**config.mk**
```make
export PLATFORM = sky130hd
export DESIGN_NAME = pll_lock_detect
export DESIGN_NICKNAME = d
export VERILOG_FILES = /design/src/rtl/lockdet_pkg.sv /design/src/rtl/edge_sync.sv /design/src/rtl/phase_meter.sv /design/src/rtl/lock_fsm.sv /design/src/rtl/pll_lock_detect.sv
export SDC_FILE = /design/constraint.sdc
export NUM_CORES = 1
export LEC_CHECK = 0
export BUFFER_PORTS_ARGS = -buffer_cell sky130_fd_sc_hd__buf_4
export CAP_MARGIN = 0
export CORE_UTILIZATION = 60
export DETAILED_ROUTE_END_ITERATION = 7
export HOLD_SLACK_MARGIN = 0.02
export PLACE_DENSITY = 0.88
export RECOVER_POWER = 25
export SYNTH_ARGS = -nofsm -noshare
export SYNTH_HDL_FRONTEND = slang
export SYNTH_SLANG_ARGS = --single-unit
```
**constraint.sdc**
```tcl
create_clock -name clk -period 3.98 [get_ports clk]
set_input_delay 1.194 -clock clk [delete_from_list [all_inputs] [get_ports clk]]
set_output_delay 1.194 -clock clk [all_outputs]
set_load 0.01 [all_outputs]
```
**src/rtl/lockdet_pkg.sv**
```systemverilog
package lockdet_pkg;

  typedef enum logic {
    MT_IDLE = 1'b0,
    MT_WAIT = 1'b1
  } meter_st_e;

  // A completed comparison counts toward lock only when it measured a
  // real edge pair and the error is strictly below the lock threshold.
  function automatic logic err_is_small(input logic tout,
                                        input int unsigned err,
                                        input int unsigned thr);
    return !tout && (err < thr);
  endfunction

  // A timed-out comparison, or one at or past the unlock threshold, is large.
  function automatic logic err_is_large(input logic tout,
                                        input int unsigned err,
                                        input int unsigned thr);
    return tout || (err >= thr);
  endfunction

endpackage

```
**src/rtl/edge_sync.sv**
```systemverilog
module edge_sync #(
  parameter int STAGES = 2
) (
  input  logic clk,
  input  logic rst_n,
  input  logic async_in,
  output logic rise_pulse
);

  localparam int DEPTH = STAGES + 1;

  logic [DEPTH-1:0] sh_q;

  always_ff @(posedge clk or negedge rst_n) begin
    if (!rst_n) sh_q <= '0;
    else        sh_q <= {sh_q[DEPTH-2:0], async_in};
  end

  // The last stage only delays the synchronized level for edge detection.
  assign rise_pulse = sh_q[STAGES-1] & ~sh_q[STAGES];

  // a synchronized rise is seen on exactly one tick.
  p_single_pulse_r2: assert property (@(posedge clk) disable iff (!rst_n)
    rise_pulse |=> !rise_pulse);

endmodule

```
**src/rtl/phase_meter.sv**
```systemverilog
module phase_meter
  import lockdet_pkg::*;
#(
  parameter int CNT_W   = 8,
  parameter int TIMEOUT = 100
) (
  input  logic             clk,
  input  logic             rst_n,
  input  logic             ref_pulse,
  input  logic             fb_pulse,
  output logic             meas_vld,
  output logic             meas_tout,
  output logic [CNT_W-1:0] meas_err
);

  localparam logic [CNT_W-1:0] TMO_C = CNT_W'(TIMEOUT);
  localparam logic [CNT_W-1:0] ONE_C = CNT_W'(1);

  meter_st_e        st_q;
  logic             ref_first_q;
  logic [CNT_W-1:0] cnt_q;

  // Named internal events, kept for the assertions below.
  logic both_now;
  logic one_now;
  logic partner_now;
  logic expire_now;

  assign both_now    = (st_q == MT_IDLE) && ref_pulse && fb_pulse;
  assign one_now     = (st_q == MT_IDLE) && (ref_pulse ^ fb_pulse);
  assign partner_now = (st_q == MT_WAIT) && (ref_first_q ? fb_pulse : ref_pulse);
  assign expire_now  = (st_q == MT_WAIT) && !partner_now && (cnt_q == TMO_C);

  always_ff @(posedge clk or negedge rst_n) begin
    if (!rst_n) begin
      st_q        <= MT_IDLE;
      ref_first_q <= 1'b0;
      cnt_q       <= '0;
      meas_vld    <= 1'b0;
      meas_tout   <= 1'b0;
      meas_err    <= '0;
    end else begin
      meas_vld  <= 1'b0;
      meas_tout <= 1'b0;
      if (both_now) begin
        meas_vld <= 1'b1;
        meas_err <= '0;
      end else if (one_now) begin
        st_q        <= MT_WAIT;
        ref_first_q <= ref_pulse;
        cnt_q       <= ONE_C;
      end else if (partner_now) begin
        st_q     <= MT_IDLE;
        meas_vld <= 1'b1;
        meas_err <= cnt_q;
      end else if (expire_now) begin
        st_q      <= MT_IDLE;
        meas_vld  <= 1'b1;
        meas_tout <= 1'b1;
        meas_err  <= TMO_C;
      end else if (st_q == MT_WAIT) begin
        cnt_q <= cnt_q + ONE_C;
      end
    end
  end

  // coincident edges yield a zero-error result on the next tick.
  p_coincident_zero_r2: assert property (@(posedge clk) disable iff (!rst_n)
    both_now |=> (meas_vld && !meas_tout && meas_err == '0));

  // a measured error never exceeds the timeout window.
  p_err_bounded_r2: assert property (@(posedge clk) disable iff (!rst_n)
    meas_vld |-> (meas_err <= TMO_C));

  // a timeout result carries the saturated error.
  p_tout_saturates_r7: assert property (@(posedge clk) disable iff (!rst_n)
    (meas_vld && meas_tout) |-> (meas_err == TMO_C));

  // the wait counter stays inside its window.
  p_wait_window_r7: assert property (@(posedge clk) disable iff (!rst_n)
    (st_q == MT_WAIT) |-> (cnt_q >= ONE_C && cnt_q <= TMO_C));

  // a partner arriving on the expiry tick wins over the timeout.
  p_partner_wins_r7: assert property (@(posedge clk) disable iff (!rst_n)
    (partner_now && cnt_q == TMO_C) |=> (meas_vld && !meas_tout));

endmodule

```
**src/rtl/lock_fsm.sv**
```systemverilog
module lock_fsm
  import lockdet_pkg::*;
#(
  parameter int CNT_W    = 8,
  parameter int LOCK_RUN = 5
) (
  input  logic             clk,
  input  logic             rst_n,
  input  logic             meas_vld,
  input  logic             meas_tout,
  input  logic [CNT_W-1:0] meas_err,
  input  logic [CNT_W-1:0] lock_thr,
  input  logic [CNT_W-1:0] unlock_thr,
  output logic             lock_o
);

  localparam int RUN_W = $clog2(LOCK_RUN + 1);
  localparam logic [RUN_W-1:0] RUN_C = RUN_W'(LOCK_RUN);
  localparam logic [RUN_W-1:0] ONE_R = RUN_W'(1);

  logic             lock_q;
  logic [RUN_W-1:0] run_q;
  logic [RUN_W-1:0] run_inc;
  logic             cyc_small;
  logic             cyc_large;
  logic             run_done;

  assign cyc_small = meas_vld && err_is_small(meas_tout, 32'(meas_err), 32'(lock_thr));
  assign cyc_large = meas_vld && err_is_large(meas_tout, 32'(meas_err), 32'(unlock_thr));
  assign run_inc   = run_q + ONE_R;
  assign run_done  = cyc_small && (run_inc == RUN_C);

  always_ff @(posedge clk or negedge rst_n) begin
    if (!rst_n) begin
      lock_q <= 1'b0;
      run_q  <= '0;
    end else if (meas_vld) begin
      if (lock_q) begin
        if (cyc_large) begin
          lock_q <= 1'b0;
          run_q  <= '0;
        end
      end else if (run_done) begin
        lock_q <= 1'b1;
        run_q  <= '0;
      end else if (cyc_small) begin
        run_q <= run_inc;
      end else begin
        run_q <= '0;
      end
    end
  end

  assign lock_o = lock_q;

  // the flag is low on the tick after reset is seen.
  p_reset_clear_r1: assert property (@(posedge clk)
    !rst_n |=> !lock_q);

  // the flag rises only right after a small comparison.
  p_rise_after_small_r3: assert property (@(posedge clk) disable iff (!rst_n)
    $rose(lock_q) |-> $past(cyc_small));

  // the run counter never reaches the lock count.
  p_run_bound_r4: assert property (@(posedge clk) disable iff (!rst_n)
    run_q < RUN_C);

  // a locked flag survives any comparison that is not large.
  p_hold_mid_r5: assert property (@(posedge clk) disable iff (!rst_n)
    (lock_q && !cyc_large) |=> lock_q);

  // the flag falls only right after a large comparison.
  p_fall_after_large_r6: assert property (@(posedge clk) disable iff (!rst_n)
    $fell(lock_q) |-> $past(cyc_large));

  // while locked, the run is held at zero for the next attempt.
  p_run_idle_locked_r6: assert property (@(posedge clk) disable iff (!rst_n)
    lock_q |-> (run_q == '0));

endmodule

```
**src/rtl/pll_lock_detect.sv**
```systemverilog
module pll_lock_detect #(
  parameter int CNT_W       = 8,
  parameter int TIMEOUT     = 100,
  parameter int LOCK_RUN    = 5,
  parameter int SYNC_STAGES = 2
) (
  input  logic             clk,
  input  logic             rst_n,
  input  logic             ref_in,
  input  logic             fb_in,
  input  logic [CNT_W-1:0] lock_thr,
  input  logic [CNT_W-1:0] unlock_thr,
  output logic             lock_o
);

  localparam int NUM_IN = 2;

  logic [NUM_IN-1:0] raw_in;
  logic [NUM_IN-1:0] rise;
  logic              meas_vld;
  logic              meas_tout;
  logic [CNT_W-1:0]  meas_err;

  assign raw_in = {fb_in, ref_in};

  for (genvar gi = 0; gi < NUM_IN; gi++) begin : g_sync
    edge_sync #(.STAGES(SYNC_STAGES)) u_sync (
      .clk       (clk),
      .rst_n     (rst_n),
      .async_in  (raw_in[gi]),
      .rise_pulse(rise[gi])
    );
  end

  phase_meter #(.CNT_W(CNT_W), .TIMEOUT(TIMEOUT)) u_meter (
    .clk      (clk),
    .rst_n    (rst_n),
    .ref_pulse(rise[0]),
    .fb_pulse (rise[1]),
    .meas_vld (meas_vld),
    .meas_tout(meas_tout),
    .meas_err (meas_err)
  );

  lock_fsm #(.CNT_W(CNT_W), .LOCK_RUN(LOCK_RUN)) u_fsm (
    .clk       (clk),
    .rst_n     (rst_n),
    .meas_vld  (meas_vld),
    .meas_tout (meas_tout),
    .meas_err  (meas_err),
    .lock_thr  (lock_thr),
    .unlock_thr(unlock_thr),
    .lock_o    (lock_o)
  );

  initial begin
    if (TIMEOUT >= (1 << CNT_W) || TIMEOUT < 1) $error("TIMEOUT must fit CNT_W");
    if (SYNC_STAGES < 2) $error("SYNC_STAGES must be at least 2");
  end

endmodule

```
==> flow_summary.json <==
{
  "reg2reg_depth": 6,
  "drv_cap": 1,
  "track_usage_pct": 27.1,
  "violations": "capacitance limit, slew limit",
  "ir_drop_v": 0.000365,
  "nets": 242,
  "dp.cells": 227,
  "vias_per_cell": 6.00,
  "grt_pass1_wl_mm": 6.49,
  "core.rowCount": 19,
  "max_slew_margin_pct": -0.866,
  "slowest_delay_ns": 0.51,
  "arrival_ns": 2.91,
  "p_leak_nw": 0.998,
  "setup_viol": 0,
  "fp.dieH_um": 56.2,
  "nFillCells": 202,
  "cp-end-kind": "flip-flop",
  "hp-class": "flip-flop to flip-flop",
  "syn_inst": 180,
  "htree_num_levels": 2,
  "grt_max_degree": 31,
  "p_per_area_mw_per_mm2": 462,
  "insertion_delay_ns": 0.33,
  "gr-total-overflow": 0,
  "wl_mm": 3.56,
  "crit_chain": "buf_4 > inv_1 > ha_1 > o211ai_1 > a21oi_1 > o41ai_1 > nor2b_1 > a32o_1",
  "setup_tns_ns": 0,
  "portBuffers": 20,
  "drc": 0,
  "worstHoldPathCells": 0,
  "drt_iter0_markers": 66,
  "grt_pass1_vias": 1456,
  "worstMarginPinSlew_ns": 1.51,
  "numCtsBuffers": 5,
  "skew_ns": 0.00635,
  "crit_required_ns": 4.24,
  "final_cells": 235,
  "timing.fmax_mhz": 377,
  "regToRegEndpoint": "u_fsm.run_q[2]$_DFFE_PN0P_",
  "netlist.top_cell.by_area": "dfrtp_1",
  "ys_async_sr_fraction_pct": 100,
  "ant_nets": 0,
  "rsz0062_at_grt": "false",
  "hold_path_startpoint": "g_sync[0].u_sync.sh_q[0]$_DFF_PN0_",
  "ys_ff_latch": 30,
  "num_antenna_cells": 0,
  "chipWidth_um": 56.2,
  "status": "finished with violations",
  "slew_viol_final": 31,
  "whs_endpoint": "g_sync[0].u_sync.sh_q[1]$_DFF_PN0_",
  "cts_hold_buf": 0,
  "vias": 1411,
  "clkSlewWorstSetupHoldPaths_ns": 0.09,
  "min_period_over_period_pct": 66.6,
  "syn_nets": 219,
  "ios": 21,
  "ctsResizeCount": 0,
  "synth.area.top_cells": "dfrtp_1 43%, ha_1 14%, inv_1 5.3%",
  "dp_slack_ns": 1.04,
  "cts_setup_buffers": 0,
  "hold_viol": 0,
  "area_growth_pct": 12.6,
  "drtPass1Iterations": 4,
  "synth.distinct_cells": 46,
  "crit_slowest_cell": "o41ai_1",
  "syn_area_per_cell_um2": 9.78,
  "hold_ws_ns": 0.358,
  "fin_ws_ns": 1.33,
  "critPathLaunchType": "primary input",
  "rr_startpoint": "u_meter.meas_err[1]$_DFFE_PN0P_",
  "dpl.hpwl_mm": 2.69,
  "synth_flop_cell": "dfrtp_1",
  "yosys_warnings": 0,
  "drive_above_1_share_pct": 16.2,
  "fin_crit_ns": 2.65,
  "clock_sinks": 30,
  "synth_top_cell_area_share_pct": 42.6,
  "dieArea_mm2": 0.00315,
  "cts_buffer_depth": 2,
  "synth-edff-count": 0,
  "wl_per_cell_um": 15.1,
  "worst-setup-path-type": "primary input to flip-flop",
  "synth_seq_area_share_pct": 42.6,
  "root_buffer": "clkbuf_4",
  "tritoncts": "built",
  "gp_congestion": 0.877,
  "core_mm2": 0.00276,
  "worst-r2r-setup-slack_ns": 1.87,
  "initial_core_util_pct": 63.8,
  "path_max_fanout": 3,
  "syn_area_mm2": 0.00176,
  "antenna_found_initial": 0
}
==> report_power, final <==
| part | internal [mW] | switching, mW |
|---|---|---|
| Sequential | 0.365 | 0.0769 |
| Combinational | 0.138 | 0.149 |
| Clock | 0.0855 | 0.102 |
| Total | 0.588 | 0.327 |
==> per-layer routing <==
layer	track usage [%]	part of all wire [%]
met4	10.8	2.1
met2	46.4	50
met3	6.98	5.6
met1	32.4	42
met5	0	0
==> synthesized netlist by cell type, types with 2 or more instances <==
| master | count |
|---|---|
| dfrtp_1 | 30 |
| inv_1 | 25 |
| nand2_1 | 25 |
| ha_1 | 19 |
| o21ai_0 | 13 |
| nor2_1 | 6 |
| a21oi_1 | 4 |
| nand3_1 | 4 |
| nor2b_1 | 3 |
| o211ai_1 | 3 |
| xnor2_1 | 3 |
| xor2_1 | 3 |
| a22o_1 | 2 |
| a22oi_1 | 2 |
| a32o_1 | 2 |
| clkbuf_1 | 2 |
| nand2b_1 | 2 |
| nand3b_1 | 2 |
| o2bb2ai_1 | 2 |
| or3b_2 | 2 |
==> sequential cells by signal, indices dropped and copies added, names as in the netlist, 3 cells and up <==
| name | flops |
|---|---|
| u_meter.cnt_q | 8 |
| u_meter.meas_err | 8 |
| u_fsm.run_q | 3 |
| g_sync.u_sync.sh_q | 6 |
==> critical path: cells and delay by family <==
kind | cells | cell delay, ns
AO/OA/AOI/OAI | 4 | 0.99
adder cells (fa/ha/maj) | 1 | 0.28
buffers and inverters | 2 | 0.10
AND/OR/NAND/NOR | 1 | 0.34
==> through the flow <==
stage               area (µm²)  util [%]  power (mW)
finish                    1980      71.9       0.915
global route              1980      71.9       0.988
CTS                       1990      72.0       0.917
detailed placement        1930      69.8       0.729
global placement          1930      69.8       0.707
floorplan                 1760         -       0.641
==> cell usage in the layout (no fill, tap or decap), types with 2 or more instances in the layout <==
cell and n:
o211ai_1 3, a22oi_1 2, nand3_1 4, nand3b_1 2, nand2_1 25, buf_4 17, o2bb2ai_1 2, clkbuf_4 7
inv_1 25, nand2b_1 2, o21ai_0 13, xnor2_1 3, or3b_2 2, xor2_1 3, clkbuf_1 2, a22o_1 2
nor2b_1 3, a21oi_1 4, dfrtp_1 30, nor2_1 6, ha_1 19, a32o_1 2
==> final cells by class <==
type	count	area [µm²]	share of cell area, %
Multi-Input combinational cell	121	892	45.0
Inverter	25	93.8	4.73
Sequential cell	30	751	37.9
Clock inverter	1	5.00	0.253
Tap cell	31	38.8	1.96
Timing Repair Buffer	20	146	7.39
Clock buffer	7	55.1	2.78
==> kinds of logic (layout without fill, tap and decap cells) <==
kind of cell               after synthesis  count (layout)  synth area share (%)
AOI/OAI and AO/OA                       42              42                  17.6
xor gates and xnor gates                 6               6                  2.99
adders and majority gates               19              19                  13.5
buffers and inverters                   29              53                  6.68
DFF                                     30              30                  42.6
muxes                                    1               1                 0.569
and+or+nand+nor                         53              53                  16.1
==> how the worst max path moves through the flow <==
stage,from,to,slack (ns),depth (start not counted)
6_report,lock_thr[1],u_fsm.run_q[2]$_DFFE_PN0P_,1.33,8
5_1_grt,lock_thr[1],u_fsm.run_q[2]$_DFFE_PN0P_,1.30,8
4_1_cts,lock_thr[1],u_fsm.run_q[2]$_DFFE_PN0P_,1.35,8
3_5_place_dp,lock_thr[1],u_fsm.run_q[2]$_DFFE_PN0P_,1.04,8
3_3_place_gp,unlock_thr[0],u_fsm.run_q[1]$_DFFE_PN0P_,1.21,7
2_1_floorplan,unlock_thr[0],u_fsm.run_q[2]$_DFFE_PN0P_,1.43,6
No activity file was read; power rests on OpenSTA's default activity.
